`config.mk`:
```
export PLATFORM = sky130hd
export DESIGN_NAME = opnd_addr_unit
export DESIGN_NICKNAME = d
export VERILOG_FILES = /design/src/rtl/eag_pkg.sv /design/src/rtl/eag_arith.sv /design/src/rtl/eag_seq.sv /design/src/rtl/eag_result.sv /design/src/rtl/opnd_addr_unit.sv
export SDC_FILE = /design/constraint.sdc
export NUM_CORES = 1
export LEC_CHECK = 0
export ABC_AREA = 1
export ABC_CLOCK_PERIOD_IN_PS = 1900
export BUFFER_PORTS_ARGS = -buffer_cell sky130_fd_sc_hd__buf_2
export CORE_UTILIZATION = 53
export CTS_CLUSTER_SIZE = 30
export DETAILED_ROUTE_END_ITERATION = 6
export HOLD_SLACK_MARGIN = 0.1
export PLACE_DENSITY = 0.89
export SLEW_MARGIN = 15
export SYNTH_ARGS = -nofsm -noshare
export SYNTH_HDL_FRONTEND = slang
export SYNTH_SLANG_ARGS = --single-unit
```
`constraint.sdc`:
```
create_clock -name clk -period 1.9 [get_ports clk]
set_clock_uncertainty 0.15 [all_clocks]
set_input_delay 0.095 -clock clk [delete_from_list [all_inputs] [get_ports clk]]
set_output_delay 0.095 -clock clk [all_outputs]
set_load 0.03 [all_outputs]
```
`src/rtl/eag_pkg.sv`:
```
package eag_pkg;
  localparam int MODE_W = 4;

  localparam logic [MODE_W-1:0] M_IMPL = MODE_W'(0);
  localparam logic [MODE_W-1:0] M_ACC  = MODE_W'(1);
  localparam logic [MODE_W-1:0] M_IMM  = MODE_W'(2);
  localparam logic [MODE_W-1:0] M_ABS  = MODE_W'(3);
  localparam logic [MODE_W-1:0] M_ZPG  = MODE_W'(4);
  localparam logic [MODE_W-1:0] M_XIND = MODE_W'(5);
  localparam logic [MODE_W-1:0] M_REL  = MODE_W'(6);

  typedef enum logic [2:0] {
    S_IDLE, S_NOREAD, S_B1_WAIT, S_B1_GOT,
    S_HI_GOT, S_PTR_NEXT, S_PLO_GOT, S_PHI_GOT
  } seq_e;

  typedef enum logic [1:0] {K_NONE, K_OPND, K_ADDR} kind_e;

  function automatic logic mode_reads(input logic [MODE_W-1:0] m);
    return (m >= M_IMM) && (m <= M_REL);
  endfunction

  function automatic logic mode_known(input logic [MODE_W-1:0] m);
    return m <= M_REL;
  endfunction
endpackage

```
`src/rtl/eag_arith.sv`:
```
module eag_arith #(
  parameter int AW = 16,
  parameter int DW = 8
) (
  input  logic [AW-1:0] pc_q,
  input  logic [DW-1:0] x_q,
  input  logic [DW-1:0] byte_in,
  input  logic [DW-1:0] ptr_q,
  output logic [AW-1:0] rel_tgt,
  output logic [AW-1:0] zp_ea,
  output logic [DW-1:0] ptr_sum,
  output logic [DW-1:0] ptr_inc
);
  localparam int ZW = AW - DW;

  // relative target: sign extension then modular add
  assign rel_tgt = pc_q + {{ZW{byte_in[DW-1]}}, byte_in};
  assign zp_ea   = {{ZW{1'b0}}, byte_in};
  // both pointer operations stay inside the zero page by width
  assign ptr_sum = byte_in + x_q;
  assign ptr_inc = ptr_q + DW'(1);
endmodule

```
`src/rtl/eag_seq.sv`:
```
module eag_seq
  import eag_pkg::*;
#(
  parameter int AW = 16,
  parameter int DW = 8
) (
  input  logic              clk,
  input  logic              rst,
  input  logic              start,
  input  logic [MODE_W-1:0] mode,
  input  logic [AW-1:0]     pc,
  input  logic [DW-1:0]     xreg,
  input  logic [DW-1:0]     rd_data,
  input  logic [AW-1:0]     rel_tgt,
  input  logic [AW-1:0]     zp_ea,
  input  logic [DW-1:0]     ptr_sum,
  input  logic [DW-1:0]     ptr_inc,
  output logic              rd_en,
  output logic [AW-1:0]     rd_addr,
  output logic [AW-1:0]     pc_q,
  output logic [DW-1:0]     x_q,
  output logic [DW-1:0]     ptr_q,
  output logic              accept,
  output logic              fin_ok,
  output logic              fin_err,
  output kind_e             fin_kind,
  output logic [AW-1:0]     fin_ea,
  output logic [DW-1:0]     fin_opnd
);
  localparam int ZW = AW - DW;

  seq_e              st;
  logic [MODE_W-1:0] mode_q;
  logic [DW-1:0]     lo_q;

  assign accept = (st == S_IDLE) && start;

  always_ff @(posedge clk) begin
    if (rst) begin
      st      <= S_IDLE;
      rd_en   <= 1'b0;
      rd_addr <= '0;
      mode_q  <= '0;
      pc_q    <= '0;
      x_q     <= '0;
      ptr_q   <= '0;
      lo_q    <= '0;
    end else begin
      case (st)
        S_IDLE: if (start) begin
          mode_q <= mode;
          pc_q   <= pc;
          x_q    <= xreg;
          if (mode_reads(mode)) begin
            rd_en   <= 1'b1;
            rd_addr <= pc + AW'(1);
            st      <= S_B1_WAIT;
          end else begin
            st <= S_NOREAD;
          end
        end
        S_NOREAD: st <= S_IDLE;
        S_B1_WAIT: begin
          if (mode_q == M_ABS) rd_addr <= pc_q + AW'(2);
          else                 rd_en   <= 1'b0;
          st <= S_B1_GOT;
        end
        S_B1_GOT: begin
          if (mode_q == M_ABS) begin
            lo_q  <= rd_data;
            rd_en <= 1'b0;
            st    <= S_HI_GOT;
          end else if (mode_q == M_XIND) begin
            ptr_q   <= ptr_sum;
            rd_en   <= 1'b1;
            rd_addr <= {{ZW{1'b0}}, ptr_sum};
            st      <= S_PTR_NEXT;
          end else begin
            st <= S_IDLE;
          end
        end
        S_HI_GOT: st <= S_IDLE;
        S_PTR_NEXT: begin
          rd_addr <= {{ZW{1'b0}}, ptr_inc};
          st      <= S_PLO_GOT;
        end
        S_PLO_GOT: begin
          lo_q  <= rd_data;
          rd_en <= 1'b0;
          st    <= S_PHI_GOT;
        end
        S_PHI_GOT: st <= S_IDLE;
        default:   st <= S_IDLE;
      endcase
    end
  end

  always_comb begin
    fin_ok   = 1'b0;
    fin_err  = 1'b0;
    fin_kind = K_NONE;
    fin_ea   = '0;
    fin_opnd = rd_data;
    case (st)
      S_NOREAD: begin
        fin_ok  = mode_known(mode_q);
        fin_err = !mode_known(mode_q);
      end
      S_B1_GOT: begin
        if (mode_q == M_IMM) begin
          fin_ok   = 1'b1;
          fin_kind = K_OPND;
        end else if (mode_q == M_ZPG) begin
          fin_ok   = 1'b1;
          fin_kind = K_ADDR;
          fin_ea   = zp_ea;
        end else if (mode_q == M_REL) begin
          fin_ok   = 1'b1;
          fin_kind = K_ADDR;
          fin_ea   = rel_tgt;
        end
      end
      S_HI_GOT, S_PHI_GOT: begin
        fin_ok   = 1'b1;
        fin_kind = K_ADDR;
        fin_ea   = {rd_data, lo_q};
      end
      default: ;
    endcase
  end
endmodule

```
`src/rtl/eag_result.sv`:
```
module eag_result
  import eag_pkg::*;
#(
  parameter int AW = 16,
  parameter int DW = 8
) (
  input  logic          clk,
  input  logic          rst,
  input  logic          accept,
  input  logic          fin_ok,
  input  logic          fin_err,
  input  kind_e         fin_kind,
  input  logic [AW-1:0] fin_ea,
  input  logic [DW-1:0] fin_opnd,
  output logic          busy,
  output logic          done,
  output logic          err,
  output logic          opnd_vld,
  output logic [DW-1:0] opnd,
  output logic          ea_vld,
  output logic [AW-1:0] ea
);
  always_ff @(posedge clk) begin
    if (rst) begin
      busy     <= 1'b0;
      done     <= 1'b0;
      err      <= 1'b0;
      opnd_vld <= 1'b0;
      opnd     <= '0;
      ea_vld   <= 1'b0;
      ea       <= '0;
    end else begin
      done     <= fin_ok;
      err      <= fin_err;
      opnd_vld <= fin_ok && (fin_kind == K_OPND);
      ea_vld   <= fin_ok && (fin_kind == K_ADDR);
      if (fin_ok && fin_kind == K_OPND) opnd <= fin_opnd;
      if (fin_ok && fin_kind == K_ADDR) ea   <= fin_ea;
      if (accept)                busy <= 1'b1;
      else if (fin_ok || fin_err) busy <= 1'b0;
    end
  end
endmodule

```
`src/rtl/opnd_addr_unit.sv`:
```
module opnd_addr_unit
  import eag_pkg::*;
#(
  parameter int AW = 16,
  parameter int DW = 8
) (
  input  logic              clk,
  input  logic              rst,
  input  logic              start,
  input  logic [MODE_W-1:0] mode,
  input  logic [AW-1:0]     pc,
  input  logic [DW-1:0]     xreg,
  output logic              rd_en,
  output logic [AW-1:0]     rd_addr,
  input  logic [DW-1:0]     rd_data,
  output logic              busy,
  output logic              done,
  output logic              err,
  output logic              opnd_vld,
  output logic [DW-1:0]     opnd,
  output logic              ea_vld,
  output logic [AW-1:0]     ea
);
  logic [AW-1:0] pc_q, rel_tgt, zp_ea, fin_ea;
  logic [DW-1:0] x_q, ptr_q, ptr_sum, ptr_inc, fin_opnd;
  logic          accept, fin_ok, fin_err;
  kind_e         fin_kind;

  eag_seq #(.AW(AW), .DW(DW)) u_seq (
    .clk(clk), .rst(rst), .start(start), .mode(mode), .pc(pc), .xreg(xreg),
    .rd_data(rd_data), .rel_tgt(rel_tgt), .zp_ea(zp_ea), .ptr_sum(ptr_sum),
    .ptr_inc(ptr_inc), .rd_en(rd_en), .rd_addr(rd_addr), .pc_q(pc_q),
    .x_q(x_q), .ptr_q(ptr_q), .accept(accept), .fin_ok(fin_ok),
    .fin_err(fin_err), .fin_kind(fin_kind), .fin_ea(fin_ea),
    .fin_opnd(fin_opnd)
  );

  eag_arith #(.AW(AW), .DW(DW)) u_arith (
    .pc_q(pc_q), .x_q(x_q), .byte_in(rd_data), .ptr_q(ptr_q),
    .rel_tgt(rel_tgt), .zp_ea(zp_ea), .ptr_sum(ptr_sum), .ptr_inc(ptr_inc)
  );

  eag_result #(.AW(AW), .DW(DW)) u_res (
    .clk(clk), .rst(rst), .accept(accept), .fin_ok(fin_ok),
    .fin_err(fin_err), .fin_kind(fin_kind), .fin_ea(fin_ea),
    .fin_opnd(fin_opnd), .busy(busy), .done(done), .err(err),
    .opnd_vld(opnd_vld), .opnd(opnd), .ea_vld(ea_vld), .ea(ea)
  );
endmodule

```
-- Word-level counts from Yosys, hierarchy flattened
Index checks and enable logic that the tools add are counted.
- eq/ne operators: 22
- $lt $le $gt $ge: 3
- $add $sub $neg: 5
- muxes and demuxes: 34
- reduce and logical (&&, ||, !) cells: 18
- bitwise gates (word level): 1
- operators with widths (kind ; number):
    16-bit 2-to-1 mux ; 8
    16-bit one-hot mux with 4 select lines ; 1
    16-bit one-hot mux with 2 select lines ; 1
    3-bit one-hot mux with 6 select lines ; 1
    16-bit by 1-bit adder with 16-bit output, second input constant ; 1
    16-bit adder ; 1
    16-bit by 2-bit adder with 16-bit output, second input constant ; 1
    8-bit one-hot mux with 2 select lines ; 1
    3-bit equality test, second input constant ; 4
    4-bit by 3-bit equality test with 1-bit output, second input constant ; 3
    1-bit 2-to-1 mux ; 11
    3-bit 2-to-1 mux ; 3
    8-bit by 1-bit adder with 8-bit output, second input constant ; 1
    8-bit adder ; 1
    4-bit by 2-bit equality test with 1-bit output, second input constant ; 2
    4-bit by 3-bit less-or-equal comparator with 1-bit output, second input constant ; 2
    2-bit 2-to-1 mux ; 4
    8-bit 2-to-1 mux ; 1
    2-bit inequality test, second input constant ; 4
    4-bit nonzero test ; 2
    3-bit by 2-bit equality test with 1-bit output, second input constant ; 2
    2-bit by 1-bit inequality test with 1-bit output, second input constant ; 3
    6-bit AND reduction ; 1
    5-bit AND reduction ; 1
    18 further kinds ; 23
- flip-flop bits (word level): 93
- input port bits: 39
- logic and storage cells: 98
- output and inout port bits: 46

-- Logic depth before layout (Yosys ltp)
- word-level depth: 8
- depth in mapped cells: 12
- gate-level depth less buffers: 12

-- Cells and area by module
From an unflattened synthesis, not the netlist that was laid out.
- cells, all modules: 1072
- area, all modules: 6585.1 µm²
- by module, submodules not included (module ; cells each ; seq. area each (µm²) ; instances ; area an instance (µm²)):
    eag_seq ; 656 ; 1281.2 ; 1 ; 3982.6
    eag_arith ; 247 ; 0.0 ; 1 ; 1435.1
    eag_result ; 169 ; 580.6 ; 1 ; 1167.4

-- Worst setup path after synthesis
No wires, ideal clock.
- kind: reg2reg
- from: register u_seq.pc_q[0]
- to: register u_res.ea[4]
- period minus slack after synthesis: 1855 ps
- cell stages (with the launch flop): 10
- path slack: 45 ps
- library setup time: 110 ps
- data arrival time: 1595 ps
- data required time: 1640 ps
- cell sequence: dfxtp_1 -> ha_1 -> fa_1 -> nand3_1 -> nand2_1 -> or2_2 -> nand3_1 -> nand4_1 -> nand2_1 -> inv_1
- cells in the longest elaborated chain, start to end: 5
- RTL lines (what ; RTL line ; text):
    from (decl) ; eag_seq.sv:20 ; output logic [AW-1:0] pc_q,
    from (signal assigned) ; eag_seq.sv:52 ; pc_q <= pc;
    16-bit adder ; eag_arith.sv:17 ; assign rel_tgt = pc_q + {{ZW{byte_in[DW-1]}}, byte_in};
    16-bit 2-to-1 mux ; eag_seq.sv:117 ; end else if (mode_q == M_REL) begin
    16-bit 2-to-1 mux ; eag_seq.sv:113 ; end else if (mode_q == M_ZPG) begin
    16-bit 2-to-1 mux ; eag_seq.sv:110 ; if (mode_q == M_IMM) begin
    16-bit one-hot mux with 2 select lines ; eag_seq.sv:104 ; case (st)
    to (signal assigned) ; eag_result.sv:38 ; if (fin_ok && fin_kind == K_ADDR) ea <= fin_ea;
    to (decl) ; eag_result.sv:21 ; output logic [AW-1:0] ea
Every way passes these cells.
A chain may end at the register's enable or synchronous reset.

-- Worst setup path after layout
- from: register u_seq.st[2]
- to: register u_seq.rd_addr[4]
- cells in the longest elaborated chain, start to end: 3
- elaborated cells on any way between the ends: 12
- classes of those cells: eq/ne (8); mux (1); reduce/logical (3)
- RTL lines (what ; RTL line ; text):
    from (decl) ; eag_seq.sv:32 ; seq_e st;
    from (signal assigned) ; eag_seq.sv:40 ; st <= S_IDLE;
    from (signal assigned) ; eag_seq.sv:57 ; st <= S_B1_WAIT;
    from (signal assigned) ; eag_seq.sv:59 ; st <= S_NOREAD;
    3-bit by 2-bit equality test with 1-bit output, or another cell as far along ; eag_seq.sv:49 ; case (st)
    2-bit inequality test (no line), or another cell as far along ; - ;
    6-bit AND reduction (no line) ; - ;
    to (signal assigned) ; eag_seq.sv:56 ; rd_addr <= pc + AW'(1);
    to (signal assigned) ; eag_seq.sv:64 ; if (mode_q == M_ABS) rd_addr <= pc_q + AW'(2);
    to (signal assigned) ; eag_seq.sv:76 ; rd_addr <= {{ZW{1'b0}}, ptr_sum};
    to (decl) ; eag_seq.sv:19 ; output logic [AW-1:0] rd_addr,
Several ways; a longest one is shown, not always the timed one.

==> qor.csv <==
stage;metric;value;unit
flow_run;Max Cap Viol;0;
synth;top-area cell type share of the netlist area;0.310;
route;routed length per instance;16.1;µm
clock_network;H-tree lvl count;3;
synth;synth unique cells;42;
global_routing;initial antenna violation count;0;
synth;multiplexer share of the synthesized area;0;
synth;Mapped Cells;960;
synth;Post-Syn Nets;1026;
finish;layout cells sized above 1;0.196;
synth;Synth Area in Adders;0.0587;
sta;Slew Limit Fails;0;
hold_path;HP Start;rd_data[5];
sta;setup_tns;-82.4;ps
hold_path;hold endpoint;u_res.opnd[5];
route;drt drc;0;
sta;Final setup viols;2;
worst_setup_path;WS Path Type;reg2reg;
sta;slew margin rel.;0.726;
clock_network;clk_lat worst skew;370;ps
clock_network;maximum root-to-sink buffer count;2;
power;Cell Pwr Density;770;mW/mm²
clock_network;CTS Buf Count;9;
global_routing;grt ovf;0;
synth;largest area contributor in the netlist;dfxtp_1;
route;highest routing layer actually used;met4;
clock_network;CTS sink count;93;
status;failing checks;setup timing;
sta;worst-margin pin slew;410;ps
sta;worst hold-check slack;145;ps
sta;final period utilization;1.02;
route;routed metal-1 wirelength;7.79;mm
place;placement-stage worst setup slack;27.7;ps
synth;simple-gate portion of the synthesized area;0.349;
place;hpwl dp;13.0;mm
synth;xor and xnor area share after synthesis;0.0146;
worst_setup_path;crit end category;flop;
clock_network;Root Driver;clkbuf_16;
worst_setup_path;Worst R2R Start;u_seq.st[2];
finish;register area;0.00188;mm²
finish;layout filler cell count;826;
place;RePlAce Congestion;0.936;
synth;sequential share of the synthesized area;0.310;
status;status;complete, but fails checks;
finish;multi-input logic area;0.00367;mm²
finish;area grow syn2layout;27.4;%
route;WL met2;9.34;mm
floorplan;Die Span Y;108;µm
worst_setup_path;worst-path maximum fanout;7;
sta;Hold Fails Final Rpt;0;
route;total wire length;20.3;mm
global_routing;largest net degree at the start of global routing;45;
sta;Max Clk Rate;514;MHz
floorplan;Die W;108;µm
synth;synth top area cells;dfxtp_1, nand2_1, inv_1;
route;number of routed nets with antenna violations;0;
route;met3 wire len;2.04;mm
worst_setup_path;Worst Reg2Reg Path Length in Cells;9;
global_routing;Tot GR Track Use;0.335;
power;worst vdd ir;0.879;mV
route;vias per inst;5.78;
hold_path;hold path depth;4;
floorplan;Cell Rows;38;
synth;Seq cells post-synth;93;
synth;compound-cell area share of the yosys netlist;0.160;
finish;antenna diode count;0;
worst_setup_path;Worst setup SP type;flop;
floorplan;IO Count;85;
global_routing;global-route wire length before repair;30.8;mm
global_routing;vias in the first global route;6567;
sta;unrepaired setup endpoints after global routing;true;
worst_setup_path;Worst R2R End;u_seq.rd_addr[4];
power;Leak Pwr;3.82;nW
clock_network;CTS tree;built;
worst_setup_path;Worst Path Required;1990;ps
sta;fin worst setup slack;-44.1;ps
route;starting DRC count in detailed routing;647;
finish;most common cell after layout, fill and taps aside;nand2_1;
worst_setup_path;R2R Setup Slk;-40;ps
synth;Mapped Area;0.00601;mm²
synth;YS warnings;0;
synth;largest family of logic cells by synthesized area;simple AND/OR/NAND/NOR gates;
floorplan;Initial Utilization;0.549;
finish;Nets;1177;
clock_network;clock transition at the registers of the reported paths;80;ps
sta;crit path time final;1940;ps
finish;final core occ;0.700;
worst_setup_path;Critical Path AT;2040;ps
route;router iterations before antenna repair;5;
floorplan;Placeable Area;0.0109;mm²
route;detailed-route via count;7252;
place;IO buf count;84;
finish;leading cell types in the layout, fill and taps excluded;nand2_1, inv_1, nor2_1, a21oi_1, nand3_1;
hold_path;Worst Hold Class;in2reg;
synth;syn_area_per_cell;6.26;µm²
floorplan;die area;0.0118;mm²
==> how the worst max path moves through the flow <==
stage,from,endpoint,slack (ps),cells after the start
after global routing,u_seq.st[2],u_seq.rd_addr[6],-60,9
after floorplan,u_seq.pc_q[0],u_res.ea[4],50,9
after CTS,u_seq.st[1],u_seq.rd_addr[10],0.03,8
final,u_seq.st[2],u_seq.rd_addr[4],-40,9
after detailed placement,u_seq.x_q[0],u_seq.rd_addr[4],30,11
after global placement,u_seq.st[1],u_seq.rd_addr[15],90,8
==> final cells by class <==
type | count | share of cell area
Clock inverter | 5 | 0.00490
Sequential cell | 93 | 0.246
Tap cell | 140 | 0.0229
Multi-Input combinational cell | 709 | 0.479
Clock buffer | 10 | 0.0312
Timing Repair inverter | 1 | 0.000817
Timing Repair Buffer | 168 | 0.151
Inverter | 129 | 0.0642
==> layer usage <==
metal / vias up / GRT usage
li1: 3424 / -
met1: 3233 / 0.399
met2: 475 / 0.556
met3: 120 / 0.0976
met4: 0 / 0.153
met5: - / 0
==> sequential cells by signal, indices dropped and copies added, names as in the netlist, 4 cells and up <==
signal / flops
u_res.opnd: 8
u_seq.lo_q: 8
u_seq.mode_q: 4
u_seq.ptr_q: 8
u_seq.rd_addr: 16
u_seq.x_q: 8
u_seq.pc_q: 16
u_res.ea: 16
==> synth_stat cells (all sizes together) <==
| master | instances |
|---|---|
| and2 | 1 |
| a21o | 2 |
| xor2 | 6 |
| ha | 25 |
| buf | 15 |
| xnor2 | 4 |
| o31ai | 1 |
| o22ai | 2 |
| nand3b | 3 |
| o2111ai | 1 |
| nor3 | 14 |
| dfxtp | 93 |
| a21oi | 89 |
| o21bai | 3 |
| nand2 | 246 |
| fa | 2 |
| o21ai | 73 |
| inv | 129 |
| nand4 | 17 |
| o221ai | 2 |
| o211ai | 4 |
| or2 | 4 |
| a211oi | 2 |
| nand3 | 91 |
| clkbuf | 14 |
| nor2 | 111 |
| a31oi | 1 |
| a21boi | 1 |
| nor3b | 4 |
==> power by group <==
part,switching [W],internal (W)
Clock,0.000840,0.000919
Sequential,0.000129,0.00211
Combinational,0.00123,0.000672
Total,0.00219,0.00370
==> kinds of logic (layout without fill, tap and decap cells) <==
logic type | after synthesis | after routing
AND/OR/NAND/NOR | 491 | 491
AO/OA/AOI/OAI | 181 | 181
buffers and inverters | 158 | 313
flip-flops | 93 | 93
adder cells (fa/ha/maj) | 27 | 27
XOR/XNOR | 10 | 10
==> critical path: stages, from the launching register on <==
cell and delay [ps]:
dfxtp_4 380, nor3_4 400, nand2_2 190, nand2_2 140
nor2_2 70, nand2_4 130, buf_4 180, nor2_1 60
nand2_1 60, a21oi_1 50
==> per-stage QoR <==
stage | area, µm² | std cells | total power [W]
floorplan | 6010 | 960 | 0.00338
global placement | 6750 | 1195 | 0.00382
detailed placement | 6750 | 1195 | 0.00386
CTS | 7420 | 1249 | 0.00564
global route | 7650 | 1255 | 0.00613
finish | 7650 | 1255 | 0.00589
==> repair_timing <==
action	CTS	global route
resized for setup	0	66
endpoints found under the hold margin	66	0
setup buffers	0	6
setup endpoints to repair	0	42
hold buffers	39	0
Note: power is estimated with default switching activity, not from simulation.
